===== src/rtl/sfl_pkg.sv =====
package sfl_pkg;
  typedef enum logic [1:0] {
    MUX_2ROW = 2'd0,
    MUX_4ROW = 2'd1,
    MUX_8ROW = 2'd2
  } mux_e;

  typedef struct packed {
    logic valid;
    mux_e mode;
  } mux_dec_t;

  function automatic mux_dec_t decode_mux(input logic [1:0] code);
    mux_dec_t r;
    r.valid = 1'b1;
    r.mode  = MUX_2ROW;
    case (code)
      2'b00:   r.mode = MUX_2ROW;
      2'b10:   r.mode = MUX_4ROW;
      2'b11:   r.mode = MUX_8ROW;
      default: r.valid = 1'b0;
    endcase
    return r;
  endfunction
endpackage


===== src/rtl/sfl_edge_sync.sv =====
module sfl_edge_sync #(
  parameter int STAGES = 2
) (
  input  logic clk,
  input  logic rst,
  input  logic sclk_i,
  input  logic sdata_i,
  output logic fall_o,
  output logic rise_o,
  output logic low_o,
  output logic data_o
);
  logic [STAGES-1:0] clk_pipe;
  logic [STAGES-1:0] dat_pipe;
  logic              clk_prev;

  always_ff @(posedge clk) begin
    if (rst) begin
      clk_pipe <= '0;
      dat_pipe <= '0;
      clk_prev <= 1'b0;
    end else begin
      clk_pipe <= {clk_pipe[STAGES-2:0], sclk_i};
      dat_pipe <= {dat_pipe[STAGES-2:0], sdata_i};
      clk_prev <= clk_pipe[STAGES-1];
    end
  end

  assign fall_o = clk_prev & ~clk_pipe[STAGES-1];
  assign rise_o = ~clk_prev & clk_pipe[STAGES-1];
  assign low_o  = ~clk_pipe[STAGES-1];
  assign data_o = dat_pipe[STAGES-1];
endmodule


===== src/rtl/sfl_frame_shift.sv =====
module sfl_frame_shift #(
  parameter int FRAME_BITS = 68
) (
  input  logic                  clk,
  input  logic                  rst,
  input  logic                  shift_i,
  input  logic                  bit_i,
  output logic [FRAME_BITS-1:0] frame_o,
  output logic                  casc_o
);
  logic [FRAME_BITS-1:0] sreg;

  always_ff @(posedge clk) begin
    if (rst) begin
      sreg   <= '0;
      casc_o <= 1'b0;
    end else if (shift_i) begin
      sreg   <= {sreg[FRAME_BITS-2:0], bit_i};
      casc_o <= sreg[FRAME_BITS-1];
    end
  end

  assign frame_o = sreg;
endmodule


===== src/rtl/sfl_strobe_timer.sv =====
module sfl_strobe_timer #(
  parameter int STROBE_CYCLES = 600
) (
  input  logic clk,
  input  logic rst,
  input  logic fall_i,
  input  logic rise_i,
  input  logic low_i,
  output logic commit_o
);
  localparam int CW = $clog2(STROBE_CYCLES + 1);

  logic [CW-1:0] cnt;
  logic          armed;

  always_ff @(posedge clk) begin
    if (rst) begin
      cnt      <= '0;
      armed    <= 1'b0;
      commit_o <= 1'b0;
    end else begin
      commit_o <= 1'b0;
      if (fall_i) begin
        armed <= 1'b1;
        cnt   <= '0;
      end else if (rise_i) begin
        cnt <= '0;
      end else if (armed && low_i) begin
        if (cnt == CW'(STROBE_CYCLES - 1)) begin
          commit_o <= 1'b1;
          armed    <= 1'b0;
          cnt      <= '0;
        end else begin
          cnt <= cnt + 1'b1;
        end
      end
    end
  end
endmodule


===== src/rtl/sfl_row_mem.sv =====
module sfl_row_mem #(
  parameter int ROWS  = 8,
  parameter int WIDTH = 60,
  localparam int AW   = $clog2(ROWS)
) (
  input  logic             clk,
  input  logic             we_i,
  input  logic [AW-1:0]    waddr_i,
  input  logic [WIDTH-1:0] wdata_i,
  input  logic [AW-1:0]    raddr_i,
  output logic [WIDTH-1:0] rdata_o
);
  logic [WIDTH-1:0] mem [ROWS];

  always_ff @(posedge clk) begin
    if (we_i) mem[waddr_i] <= wdata_i;
  end

  assign rdata_o = mem[raddr_i];
endmodule


===== src/rtl/serial_frame_loader.sv =====
module serial_frame_loader
  import sfl_pkg::*;
#(
  parameter int FRAME_BITS    = 68,
  parameter int CMD_BITS      = 8,
  parameter int ROWS          = 8,
  parameter int STROBE_CYCLES = 600,
  localparam int COLS         = FRAME_BITS - CMD_BITS,
  localparam int AW           = $clog2(ROWS)
) (
  input  logic            clk,
  input  logic            rst,
  input  logic            sclk_i,
  input  logic            sdata_i,
  input  logic [AW-1:0]   rd_row_i,
  output logic            casc_o,
  output logic [1:0]      mux_mode_o,
  output logic            col_only_o,
  output logic            blank_o,
  output logic            set_o,
  output logic            sync_o,
  output logic [COLS-1:0] rd_data_o
);
  logic                  fall_w;
  logic                  rise_w;
  logic                  sclk_lo_w;
  logic                  bit_w;
  logic                  commit_w;
  logic [FRAME_BITS-1:0] frame_w;
  logic [CMD_BITS-1:0]   cmd_w;
  logic [AW-1:0]         row_w;
  mux_dec_t              mux_dec;

  sfl_edge_sync #(.STAGES(2)) u_sync (
    .clk(clk), .rst(rst), .sclk_i(sclk_i), .sdata_i(sdata_i),
    .fall_o(fall_w), .rise_o(rise_w), .low_o(sclk_lo_w), .data_o(bit_w)
  );

  sfl_frame_shift #(.FRAME_BITS(FRAME_BITS)) u_shift (
    .clk(clk), .rst(rst), .shift_i(fall_w), .bit_i(bit_w),
    .frame_o(frame_w), .casc_o(casc_o)
  );

  sfl_strobe_timer #(.STROBE_CYCLES(STROBE_CYCLES)) u_strobe (
    .clk(clk), .rst(rst), .fall_i(fall_w), .rise_i(rise_w),
    .low_i(sclk_lo_w), .commit_o(commit_w)
  );

  assign cmd_w   = frame_w[CMD_BITS-1:0];
  assign mux_dec = decode_mux(cmd_w[1:0]);

  // row index: bit 3 is the most significant address bit
  generate
    for (genvar i = 0; i < AW; i++) begin : g_row
      assign row_w[AW-1-i] = cmd_w[3+i];
    end
  endgenerate

  sfl_row_mem #(.ROWS(ROWS), .WIDTH(COLS)) u_mem (
    .clk(clk), .we_i(commit_w), .waddr_i(row_w),
    .wdata_i(frame_w[FRAME_BITS-1:CMD_BITS]),
    .raddr_i(rd_row_i), .rdata_o(rd_data_o)
  );

  always_ff @(posedge clk) begin
    if (rst) begin
      mux_mode_o <= MUX_2ROW;
      col_only_o <= 1'b0;
      blank_o    <= 1'b0;
      set_o      <= 1'b0;
      sync_o     <= 1'b0;
    end else begin
      sync_o <= 1'b0;
      if (commit_w) begin
        if (mux_dec.valid) mux_mode_o <= mux_dec.mode;
        col_only_o <= ~cmd_w[2];
        blank_o    <= cmd_w[6] & ~cmd_w[7];
        set_o      <= cmd_w[7] & ~cmd_w[6];
        sync_o     <= cmd_w[6] & cmd_w[7];
      end
    end
  end
endmodule


===== config.mk =====
export PLATFORM = sky130hd
export DESIGN_NAME = serial_frame_loader
export DESIGN_NICKNAME = d
export VERILOG_FILES = /design/src/rtl/sfl_pkg.sv /design/src/rtl/sfl_edge_sync.sv /design/src/rtl/sfl_frame_shift.sv /design/src/rtl/sfl_strobe_timer.sv /design/src/rtl/sfl_row_mem.sv /design/src/rtl/serial_frame_loader.sv
export SDC_FILE = /design/constraint.sdc
export NUM_CORES = 1
export LEC_CHECK = 0
export ABC_CLOCK_PERIOD_IN_PS = 4800
export BUFFER_PORTS_ARGS = -buffer_cell sky130_fd_sc_hd__buf_2
export CAP_MARGIN = 40
export CORE_UTILIZATION = 35
export DETAILED_ROUTE_END_ITERATION = 6
export PLACE_DENSITY = 0.56
export SKIP_LAST_GASP = 1
export SLEW_MARGIN = 10
export SYNTH_ARGS = -nofsm -noshare
export SYNTH_HDL_FRONTEND = slang
export SYNTH_SLANG_ARGS = --single-unit
export TNS_END_PERCENT = 10

===== constraint.sdc =====
create_clock -name clk -period 4.8 [get_ports clk]
set_input_delay 0.96 -clock clk [delete_from_list [all_inputs] [get_ports clk]]
set_output_delay 0.96 -clock clk [all_outputs]
set_load 0.1 [all_outputs]

; Word-level counts from Yosys, hierarchy flattened
; Memory sizes are Yosys's and may differ from the RTL's.
; Cells that the tools add are included.
[classes]
mux = 10
bitwise = 12
eq_ne = 4
reduce_logical = 10
addsub = 1
[op_table]
columns = operator, count
row1 = "10-bit by 1-bit adder with 10-bit output, second input constant", 1
row2 = "10-bit equality test, second input constant", 1
row3 = 10-bit 2-to-1 mux, 1
row4 = 1-bit 2-to-1 mux, 8
row5 = 1-bit NOT, 7
row6 = 3-bit OR reduction, 2
row7 = 1-bit bitwise AND, 5
row8 = "2-bit equality test, second input constant", 2
row9 = 2-bit one-hot mux with 2 select lines, 1
row10 = 2-bit nonzero test, 2
row11 = 4-bit OR reduction, 1
row12 = 3-bit AND reduction, 1
row13 = 2-bit zero test, 1
row14 = "2-bit != test, second input constant", 1
row15 = 2-bit AND reduction, 1
row16 = 2-bit OR reduction, 1
row17 = 1-bit logical AND, 1
[word_totals]
register_bits = 92
output_inout_bits = 67
mem_count = 1
wordCells = 51
mem_bits_rw = 480
[mem_list]
columns = name, words, word_bits, rd, rd_ports_with_merged_regs, write_ports, line
row1 = u_mem.mem, 8, 60, 1, 0, 1, sfl_row_mem.sv:13  ; logic [WIDTH-1:0] mem [ROWS];

; Longest topological paths before layout
; Gate-level depths: netlist (run 1).
[logic_depth]
depth_word = 5
depth_mapped = 6

; Cells and area by module
; From an unflattened synthesis (run 1), not the netlist that was laid out.
[unflattened]
hier_cells = 1023
hier_area_um2 = 21541.9
[by_module_without_submodules]
columns = module, cells_per_inst, area_each_um2, n_inst
row1 = sfl_row_mem, 706, 18206.2, 1
row2 = sfl_frame_shift, 223, 2439.8, 1
row3 = sfl_strobe_timer, 58, 526.8, 1
row4 = serial_frame_loader, 23, 216.5, 1
row5 = sfl_edge_sync, 13, 152.6, 1

; Worst setup path before layout (run 1)
; No wires, ideal clock.
[synth_path]
kind = flip-flop to flip-flop
startpoint = register u_strobe.commit_o
endpoint = memory u_mem.mem[1][0] (enable)
arrival_time_ns = 4.788
path_slack_ns = -0.540
stages_incl_launch_ff = 4
required_ns = 4.248
setup_ns = 0.552
cell_sequence = dfxtp_1 -> clkbuf_1 -> nand2_1 -> nor3_1
[synth_via]
elab_chain_len = 2
[synth_lines]
columns = element, line
row1 = from (decl), sfl_strobe_timer.sv:9  ; output logic commit_o
row2 = from (signal assigned), sfl_strobe_timer.sv:20  ; commit_o <= 1'b0;
row3 = from (signal assigned), sfl_strobe_timer.sv:22  ; commit_o <= 1'b0;
row4 = from (signal assigned), sfl_strobe_timer.sv:30  ; commit_o <= 1'b1;
row5 = 1-bit 2-to-1 mux, sfl_row_mem.sv:16  ; if (we_i) mem[waddr_i] <= wdata_i;
row6 = 1-bit 2-to-1 mux (not written as such), sfl_row_mem.sv:16
row7 = to (decl), sfl_row_mem.sv:13
; Every way passes these cells.

; Final worst setup path (run 1)
[layout_path]
startpoint = input rd_row_i[0]
endpoint = output rd_data_o[7]
[layout_via]
elab_chain_len = 1
[layout_lines]
columns = element, line
row1 = from (decl), serial_frame_loader.sv:15  ; input logic [AW-1:0] rd_row_i,
row2 = memory read 8 x 60 bit, n/a
row3 = to (decl), serial_frame_loader.sv:22  ; output logic [COLS-1:0] rd_data_o
; Every way passes these cells.

==> results by group, run 1 <==
Cells and area
  • Post-Route Utilization: 0.4118
  • Share of layout cells above drive strength 1: 0.3052
  • Filler instances: between 5,000 and 6,000
  • Fin area: 24,950 µm²
  • Most frequent cells in the layout: 480 x edfxtp_1, 100 x mux4_2, 92 x dfxtp_1
  • Area Growth Syn to Fin: 15.76%
  • Fin nets: about 1,100
  • Commonest non-fill, non-tap cell in the layout: edfxtp_1
  • Antenna cells: 0

Routing
  • Via count: 9,848
  • Number of remaining DRC errors: 0
  • DR pass1 iterations: 6
  • Final WL: roughly 43,000 µm
  • DR iter-0 viols: 545
  • Antenna Nets Post-Route: 0
  • WL/cell: between 20 and 25 µm
  • Avg Vias per Cell: ~5.0

Power
  • LEAKAGE: around 8.1 nW
  • PwrDens: roughly 430 nW/µm²
  • Worst IR Drop VDD: 0.2864 mV

GRT
  • Total track usage: 0.1384
  • First-pass GRT wire length: roughly 65,000 µm
  • Number of antenna violations at the first check in global routing: 2
  • Pin count of the biggest net entering global routing: 76
  • Total grt overflow: 0
  • Vias in the first global route: 10,430

Timing
  • Final setup TNS: 0 ps
  • Worst-Margin Slew: ~650 ps
  • Relative slew slack: 0.5638
  • Tcrit/Tclk final: 0.7876
  • Final setup viols: 0
  • Setup Skew: between 15 and 20 ps
  • Unrepaired setup endpoints after global routing: false
  • Max-slew violations: 0
  • Fmax: 264.5 MHz
  • WHS: approximately 440 ps
  • Hold Vio Cnt, Final: 0
  • Final Critical Period: 3780 ps

Logic synthesis
  • Ys flop type: edfxtp_1
  • Post-synthesis simple-gate area fraction: 0.02642
  • Area leader, netlist: edfxtp_1
  • Flops & latches, synth: 572
  • Async SR Flop Fraction: 0
  • Post-synthesis cell area: approximately 22,000 µm²
  • Area share of fa/ha/maj cells after synthesis: 0.002322
  • Largest family of logic cells by synthesized area: multiplexers
  • Syn Inst Count: just over 1,000
  • Synth Area in Compound Gates: 0.004064
  • Mapped Nets: between 1,000 and 1,500
  • Avg Inst Size Synth: around 21 µm²
  • Synth area leaders: edfxtp_1 67%, mux4_2 10%, dfxtp_1 8.5%
  • Synth Area in XOR/XNOR: 0.002438
  • Post-synthesis sequential area ratio: 0.7543
  • Synth top area share: 0.6688
  • YS warnings: 0
  • Synth cell types: 37
  • EDFF count, synth: 480
  • Mux cell area share after synthesis: 0.1932

Clock network
  • CTS resizes: 0
  • CTS sink cnt: about 570
  • Post-CTS setup buffers: 0
  • CTS tree: yes
  • H-tree depth: 2
  • CTS max path bufs: 3
  • Clock-pin slew of the registers on the worst-case setup and hold paths: around 60 ps
  • Root buf cell: clkbuf_16
  • Clock latency on the worst-skew pair: between 600 and 700 ps
  • CTS Hold Buffers Added: 0
  • TritonCTS buffer count: 56

Outcome
  • Status: completed

Placement
  • Gpl congestion: a little under 0.7
  • PortBufs: between 70 and 80
  • Dpl hpwl: 22,490 µm
  • Placed instance area: 22,920 µm²

Critical path
  • R2r setup slk: roughly 2300 ps
  • R2r startpoint: u_strobe.commit_o
  • Top delay family on crit path: buffers and inverters
  • Max FO, Critical Path: 23
  • Crit end category: output pin
  • Crit-path cells: buf_6 > buf_4 > mux4_2 > mux2_2 > buf_2
  • CP endpoint: rd_data_o[7]
  • WP depth: 5
  • CP max-delay cell: mux4_2
  • WP data arrival: between 2000 and 3000 ps
  • Reg2Reg Depth: 4
  • Critical Path RT: 3840 ps
  • CP Class: primary input to output pin
  • Slowest stage delay, CP: about 550 ps
  • Capturing point of the worst reg2reg path: u_mem.mem[6][38]
  • Crit path from: rd_row_i[0]
  • Worst path bufs/invs: 3
  • Setup crit start kind: primary input

Floorplan
  • Die Span Y: 250.1 µm
  • Die Area: roughly 63,000 µm²
  • Ports: 74
  • Die width: about 250 µm
  • Cell Rows: 90
  • Initial Util: 0.3557
  • Core Region: 60,580 µm²

Job
  • MaxCap Viol Count: 0

Worst hold path
  • Hold path startpoint: u_sync.dat_pipe[0]
  • Worst hold path class: flip-flop to flip-flop
==> per-stage QoR <==
| stage | cells | setup slack [ps] | power [W] |
|---|---|---|---|
| after global placement | 1861 | 985.3 | 0.006036 |
| after detailed placement | 1862 | 970.7 | 0.006039 |
| after CTS | 1968 | 966.3 | 0.01077 |
| final | 1968 | 1020 | 0.01064 |
| after global routing | 1968 | 896.4 | 0.01095 |
| after floorplan | 1029 | -328.4 | 0.005936 |
==> cells by family after synthesis <==
family,after synthesis
xor gates and xnor gates,6
and+or+nand+nor,126
muxes,251
DFF,572
AOI/OAI and AO/OA,15
adders and majority gates,4
buffers and inverters,55
==> sequential cells by signal (all words and copies together) (netlist names), 2 cells and up <==
name	flops
u_sync.dat_pipe	2
mux_mode_o	2
u_sync.clk_pipe	2
u_shift.frame_o	68
u_strobe.cnt	10
u_mem.mem	480
==> where the power goes <==
group	internal, W	switching, W
Combinational	0.000167	0.000448
Clock	0.00289	0.00183
Sequential	0.00530	0.00000157
==> worst min-delay path by stage <==
stage	end	slack, ps	depth (start not counted)
after floorplan	u_sync.clk_pipe[1]	410	1
after global placement	u_sync.dat_pipe[1]	430	1
after detailed placement	u_sync.dat_pipe[1]	430	1
after CTS	u_sync.dat_pipe[1]	440	1
after global routing	u_sync.dat_pipe[1]	470	1
final	u_sync.dat_pipe[1]	440	1
==> worst register-to-register path, stage by stage (launching register included) <==
cell	delay, ps
dfxtp_1	550
nand2b_1	300
nor2_4	140
buf_4	430
buf_4	640
==> metal layers <==
metal,GRT usage,up-vias,part of all wire
met5,0,-,0
met4,0.04119,0,0.023
met3,0.02473,63,0.041
met2,0.2281,185,0.49
met1,0.1873,5225,0.45
li1,-,4375,-
==> synthesized netlist by cell type (5+ instances only) <==
library cell  instances
nand2_1               6
clkbuf_1             20
buf_12                8
buf_2                10
a21oi_1               7
mux4_1               20
buf_1                10
dfxtp_1              92
mux2_2               60
nor3_1                5
mux2i_1              71
nand2b_1              7
nor2_1               86
edfxtp_1            480
mux4_2              100
nor2b_1               6
==> layout make-up <==
cell class | count | area [µm²] | share of cell area
Clock buffer | 80 | 1614 | 0.06470
Clock inverter | 26 | 415.4 | 0.01665
Inverter | 4 | 15.01 | 0.0006018
Multi-Input combinational cell | 402 | 4997 | 0.2003
Sequential cell | 572 | 16260 | 0.6516
Tap cell | 782 | 978.4 | 0.03922
Timing Repair Buffer | 102 | 671.9 | 0.02693
Note: power is estimated with default switching activity, not from simulation.
==> run 2, diff against run 1 <==
--- a/config.mk
+++ b/config.mk
@@ -5,12 +5,12 @@
 export SDC_FILE = /design/constraint.sdc
 export NUM_CORES = 1
 export LEC_CHECK = 0
-export ABC_CLOCK_PERIOD_IN_PS = 4800
+export ABC_CLOCK_PERIOD_IN_PS = 3700
 export BUFFER_PORTS_ARGS = -buffer_cell sky130_fd_sc_hd__buf_2
 export CAP_MARGIN = 40
 export CORE_UTILIZATION = 35
 export DETAILED_ROUTE_END_ITERATION = 6
-export PLACE_DENSITY = 0.56
+export PLACE_DENSITY = 0.54
 export SKIP_LAST_GASP = 1
 export SLEW_MARGIN = 10
 export SYNTH_ARGS = -nofsm -noshare
==> constraint.sdc (replaced) <==
create_clock -name clk -period 3.7 [get_ports clk]
set_input_delay 0.74 -clock clk [delete_from_list [all_inputs] [get_ports clk]]
set_output_delay 0.74 -clock clk [all_outputs]
set_load 0.1 [all_outputs]
==> results by group, run 2 (synthesized netlist as in run 1, its figures left out) <==
Critical path
  • WP data arrival: 2530 ps (-290 ps)
  • CP max-delay cell: mux4_1
  • Critical Path RT: 2960 ps (-880 ps)
  • Crit end category: output pin
  • CP Class: primary input to output pin
  • Setup crit start kind: primary input
  • Max FO, Critical Path: 19 (-17%)
  • Slowest stage delay, CP: 580 ps (+30 ps)
  • Crit-path cells: clkbuf_8 > buf_4 > mux4_1 > mux2_2 > buf_2

Routing
  • DR iter-0 viols: 483 (-11%)
  • DR pass1 iterations: 4 (-2)
  • Final WL: 42,490 µm (about the same)
  • Number of remaining DRC errors: 0 (unchanged)
  • Via count: 9,825 (-0.23%)
  • WL/cell: 21.50 µm (-0.48%)
  • Avg Vias per Cell: 4.972 (-0.64%)
  • Antenna Nets Post-Route: 0 (unchanged)

Clock network
  • TritonCTS buffer count: 59 (+5.4%)
  • CTS sink cnt: 572 (unchanged)
  • CTS resizes: 0 (unchanged)
  • Clock latency on the worst-skew pair: 620 ps (about the same)
  • Clock-pin slew of the registers on the worst-case setup and hold paths: 60 ps (about the same)
  • CTS tree: yes
  • Post-CTS setup buffers: 0 (unchanged)
  • CTS Hold Buffers Added: 0 (unchanged)
  • H-tree depth: 2 (unchanged)
  • Root buf cell: clkbuf_16
  • CTS max path bufs: 3 (unchanged)

Cells and area
  • Largest register FFs: 480 (unchanged)
  • Fin area: 25,060 µm² (+0.46%)
  • Storage element area: 16,260 µm² (unchanged)
  • Filler instances: 5,348 (+0.15%)
  • Antenna cells: 0 (unchanged)
  • Area Growth Syn to Fin: 16.30%
  • Multi-input gate area: 4997 µm² (unchanged)
  • Fin nets: 1,154 (+0.44%)
  • Top reg by flops: u_mem.mem
  • Commonest non-fill, non-tap cell in the layout: edfxtp_1
  • Share of layout cells above drive strength 1: 0.3090 (+0.003818)
  • Most frequent cells in the layout: 480 x edfxtp_1, 100 x mux4_2, 92 x dfxtp_1

Placement
  • Pre-CTS WS: 386.1 ps (-584.6 ps)
  • Placed instance area: 23,020 µm² (+0.44%)
  • PortBufs: 73 (unchanged)
  • Dpl hpwl: 22,320 µm (-0.74%)
  • Gpl congestion: 0.6909 (-0.42%)

Timing
  • Unrepaired setup endpoints after global routing: false
  • Setup Skew: 15.91 ps (-2.180 ps)
  • Fmax: approximately 310 MHz
  • Final setup viols: 0 (unchanged)
  • PnR worst setup slack: 425.3 ps (-594.3 ps)
  • Final Critical Period: about 3300 ps
  • WHS: 339.1 ps (-98.60 ps)
  • Tcrit/Tclk final: 0.8850
  • Worst-Margin Slew: 836.9 ps (+182.5 ps)
  • Hold Vio Cnt, Final: 0 (unchanged)
  • Relative slew slack: 0.4408 (-0.1230)
  • Max-slew violations: 0 (unchanged)

Floorplan
  • Ports: 74 (unchanged)
  • Die Area: 62,570 µm² (unchanged)
  • Cell Rows: 90 (unchanged)
  • Initial Util: 0.3557 (unchanged)
  • Core Region: 60,580 µm² (unchanged)
  • Die width: 250.1 µm (unchanged)
  • Die Span Y: 250.1 µm (unchanged)

GRT
  • Total track usage: 0.1369 (-0.001504)
  • First-pass GRT wire length: 64,580 µm (-0.67%)
  • Pin count of the biggest net entering global routing: 63 (-17%)
  • Vias in the first global route: 10,340 (-0.85%)
  • Total grt overflow: 0 (unchanged)
  • Number of antenna violations at the first check in global routing: 0 (-2)

Worst hold path
  • Worst hold path class: primary input to flip-flop

Job
  • MaxCap Viol Count: 0 (unchanged)

Outcome
  • Status: completed

Power
  • Worst IR Drop VDD: 0.3834 mV (+34%)
  • LEAKAGE: 8.164 nW (+0.53%)
  • PwrDens: 550.7 nW/µm² (+29%)
[run 2: final cells by class]
cell class / count / share of cell area
sequential: 572 / 0.6486
multi-input combinational: 402 / 0.1994
clock buffer: 84 / 0.06710
tap: 782 / 0.03904
timing repair buffer: 104 / 0.03080
clock inverter: 28 / 0.01448
inverter: 4 / 0.0005991
[run 2: worst max-delay path, delay by kind of cell]
| family | cells | cell delay [ps] |
|---|---|---|
| buffers and inverters | 3 | 900 |
| multiplexers | 2 | 850 |
[run 2: final timing paths]
check,slack [ps],cells past startpoint,to,from
min reg2reg,440,1,u_sync.clk_pipe[1],u_sync.clk_pipe[0]
min,340,2,u_sync.dat_pipe[0],sdata_i
max,430,5,rd_data_o[48],rd_row_i[0]
max reg2reg,1370,3,u_mem.mem[7][0],u_strobe.commit_o
[run 2: power breakdown]
part	internal [W]	switching [W]	total [W]
clock network	0.00367	0.00245	0.00612
registers	0.00688	0.00000193	0.00688
logic	0.000221	0.000577	0.000798
total	0.0108	0.00303	0.0138
[run 2: through the flow]
stage,setup TNS [ps],power (W),util,instances
4_1_cts,0,0.01401,0.4137,1976
2_1_floorplan,-91360,0.007701,-,1029
5_1_grt,0,0.01426,0.4137,1976
3_5_place_dp,0,0.007833,0.3799,1864
6_report,0,0.01380,0.4137,1976
3_3_place_gp,0,0.007836,0.3795,1863
[run 2: per-layer routing]
metal / global-route usage / vias to the layer above / part of all wire
met1: 0.1863 / 5209 / 0.46
met5: 0 / - / 0
li1: - / 4402 / -
met2: 0.2251 / 161 / 0.49
met3: 0.02712 / 53 / 0.039
met4: 0.03471 / 0 / 0.018
==> run 3, diff against run 2 <==
--- a/config.mk
+++ b/config.mk
@@ -10,6 +10,7 @@
 export CAP_MARGIN = 40
 export CORE_UTILIZATION = 35
 export DETAILED_ROUTE_END_ITERATION = 6
+export MAX_ROUTING_LAYER = met4
 export PLACE_DENSITY = 0.54
 export SKIP_LAST_GASP = 1
 export SLEW_MARGIN = 10
==> results by group, run 3 (synthesized netlist as in run 1, its figures left out) <==
Cells and area
  • Most frequent cells in the layout: 480 x edfxtp_1, 100 x mux4_2, 92 x dfxtp_1
  • Filler instances: 5,348 (unchanged)
  • Area Growth Syn to Fin: 16.30% (unchanged)
  • Commonest non-fill, non-tap cell in the layout: edfxtp_1
  • Multi-input gate area: 4997 µm² (unchanged)
  • Share of layout cells above drive strength 1: 0.3090 (unchanged)
  • Antenna cells: 0 (unchanged)
  • Fin nets: 1,154 (unchanged)
  • Storage element area: 16,260 µm² (unchanged)
  • Top reg by flops: u_mem.mem
  • Largest register FFs: 480 (unchanged)

Critical path
  • R2r startpoint: u_strobe.commit_o
  • CP endpoint: rd_data_o[48]
  • Reg2Reg Depth: 3 (unchanged)
  • Critical Path RT: 2960 ps (about the same)
  • Crit end category: output pin
  • Max FO, Critical Path: 19 (unchanged)
  • CP Class: primary input to output pin
  • Crit path from: rd_row_i[0]
  • Capturing point of the worst reg2reg path: u_mem.mem[7][0]
  • R2r setup slk: 1370 ps (about the same)
  • WP data arrival: 2540 ps (about the same)
  • Setup crit start kind: primary input

Timing
  • Relative slew slack: 0.4501 (+0.009381)
  • PnR worst setup slack: 422.9 ps (-2.450 ps)
  • Setup Skew: 18.13 ps (+2.215 ps)
  • Worst-Margin Slew: 822.8 ps (-14.04 ps)
  • Final Critical Period: 3277 ps (+2.450 ps)
  • Hold Vio Cnt, Final: 0 (unchanged)
  • Unrepaired setup endpoints after global routing: false
  • WHS: 340.6 ps (+1.451 ps)
  • Final setup viols: 0 (unchanged)
  • Max-slew violations: 0 (unchanged)
  • Fmax: 305.1 MHz (about the same)
  • Tcrit/Tclk final: 0.8857 (about the same)

Clock network
  • CTS tree: yes
  • TritonCTS buffer count: 59 (unchanged)
  • CTS max path bufs: 3 (unchanged)
  • H-tree depth: 2 (unchanged)
  • Clock latency on the worst-skew pair: 620 ps (about the same)
  • CTS resizes: 0 (unchanged)
  • CTS sink cnt: 572 (unchanged)
  • CTS Hold Buffers Added: 0 (unchanged)
  • Root buf cell: clkbuf_16
  • Post-CTS setup buffers: 0 (unchanged)
  • Clock-pin slew of the registers on the worst-case setup and hold paths: 60 ps (about the same)

Worst hold path
  • Worst hold path class: primary input to flip-flop

Routing
  • WL/cell: 21.56 µm (+0.26%)
  • Final WL: 42,600 µm (+0.26%)
  • Number of remaining DRC errors: 0 (unchanged)
  • DR pass1 iterations: 4 (unchanged)
  • Via count: 9,780 (-0.46%)
  • DR iter-0 viols: 464 (-3.9%)
  • Antenna Nets Post-Route: 0 (unchanged)
  • Avg Vias per Cell: 4.949 (-0.46%)

Floorplan
  • Core Region: 60,580 µm² (unchanged)
  • Initial Util: 0.3557 (unchanged)
  • Die Span Y: 250.1 µm (unchanged)
  • Die width: 250.1 µm (unchanged)
  • Cell Rows: 90 (unchanged)
  • Ports: 74 (unchanged)
  • Die Area: 62,570 µm² (unchanged)

Power
  • Gate power share: 0.058 (about the same)
  • PwrDens: 550.9 nW/µm² (about the same)
  • Seq pwr share: 0.499 (about the same)
  • Internal power: 0.01078 W (about the same)
  • Switching Share: 0.2196 (+0.0003038)
  • NetSw: 0.003032 W (+0.18%)
  • LEAKAGE: 8.164 nW (unchanged)
  • Worst IR Drop VDD: 0.3823 mV (-0.30%)
  • Clk pwr share: 0.444 (about the same)
  • Tot Pwr: 0.01381 W (about the same)

Placement
  • Pre-CTS WS: 386.1 ps (unchanged)
  • PortBufs: 73 (unchanged)
  • Gpl congestion: 0.6982 (+1.1%)
  • Dpl hpwl: 22,320 µm (unchanged)

GRT
  • Met1 usage: 0.1858 (-0.0004891)
  • Most used routing layer: met2
  • First-pass GRT wire length: 64,600 µm (about the same)
  • Total grt overflow: 0 (unchanged)
  • GR Util met3: 0.02806 (+0.0009353)
  • Pin count of the biggest net entering global routing: 63 (unchanged)
  • Vias in the first global route: 10,330 (-0.039%)
  • Total track usage: 0.1412 (+0.004245)
  • Number of antenna violations at the first check in global routing: 0 (unchanged)
  • Met2 Use GR: 0.2251 (unchanged)

Job
  • MaxCap Viol Count: 0 (unchanged)

Outcome
  • Status: completed
run 3: cell counts in the layout (fill, tap and decap cells not counted):
Identical to the previous run, type by type.
run 3: worst min path at each step:
stage / from / endpoint / slack (ps) / cells past startpoint
finish: sdata_i / u_sync.dat_pipe[0] / 340 / 2
global route: sdata_i / u_sync.dat_pipe[0] / 330 / 2
CTS: sdata_i / u_sync.dat_pipe[0] / 290 / 2
detailed placement: u_sync.clk_pipe[0] / u_sync.clk_pipe[1] / 430 / 1
global placement: u_sync.dat_pipe[0] / u_sync.dat_pipe[1] / 430 / 1
floorplan: u_sync.clk_pipe[0] / u_sync.clk_pipe[1] / 410 / 1
run 3: power groups by stage:
stage	combinational, W	clock, W	sequential, W
after floorplan	0.000680	0	0.00702
after global placement	0.000814	0	0.00702
after detailed placement	0.000812	0	0.00702
after CTS	0.000814	0.00631	0.00688
after global routing	0.000832	0.00655	0.00688
final	0.000798	0.00612	0.00688
run 3: area by class of cell:
class,instances,area share
flip-flops and latches,572,0.6486
multi-input cells,402,0.1994
clock buffers,84,0.06710
well taps,782,0.03904
repair buffers,104,0.03080
clock inverters,28,0.01448
inverters,4,0.0005991
run 3: metrics by stage:
stage            util  std cells  TNS, ps  instance area, µm²
2_1_floorplan       -       1029   -91360               21560
3_3_place_gp   0.3795       1863        0               22990
3_5_place_dp   0.3799       1864        0               23020
4_1_cts        0.4137       1976        0               25060
5_1_grt        0.4137       1976        0               25060
6_report       0.4137       1976        0               25060
run 3: critical path, cell delays in order:
cell and delay, ps:
clkbuf_8 260, buf_4 350, mux4_1 580, mux2_2 270, buf_2 290
run 3: routing by layer:
layer,vias up,wire (µm)
li1,4399,-
met1,5159,19310
met2,169,20690
met3,53,1844
met4,0,754
met5,-,0
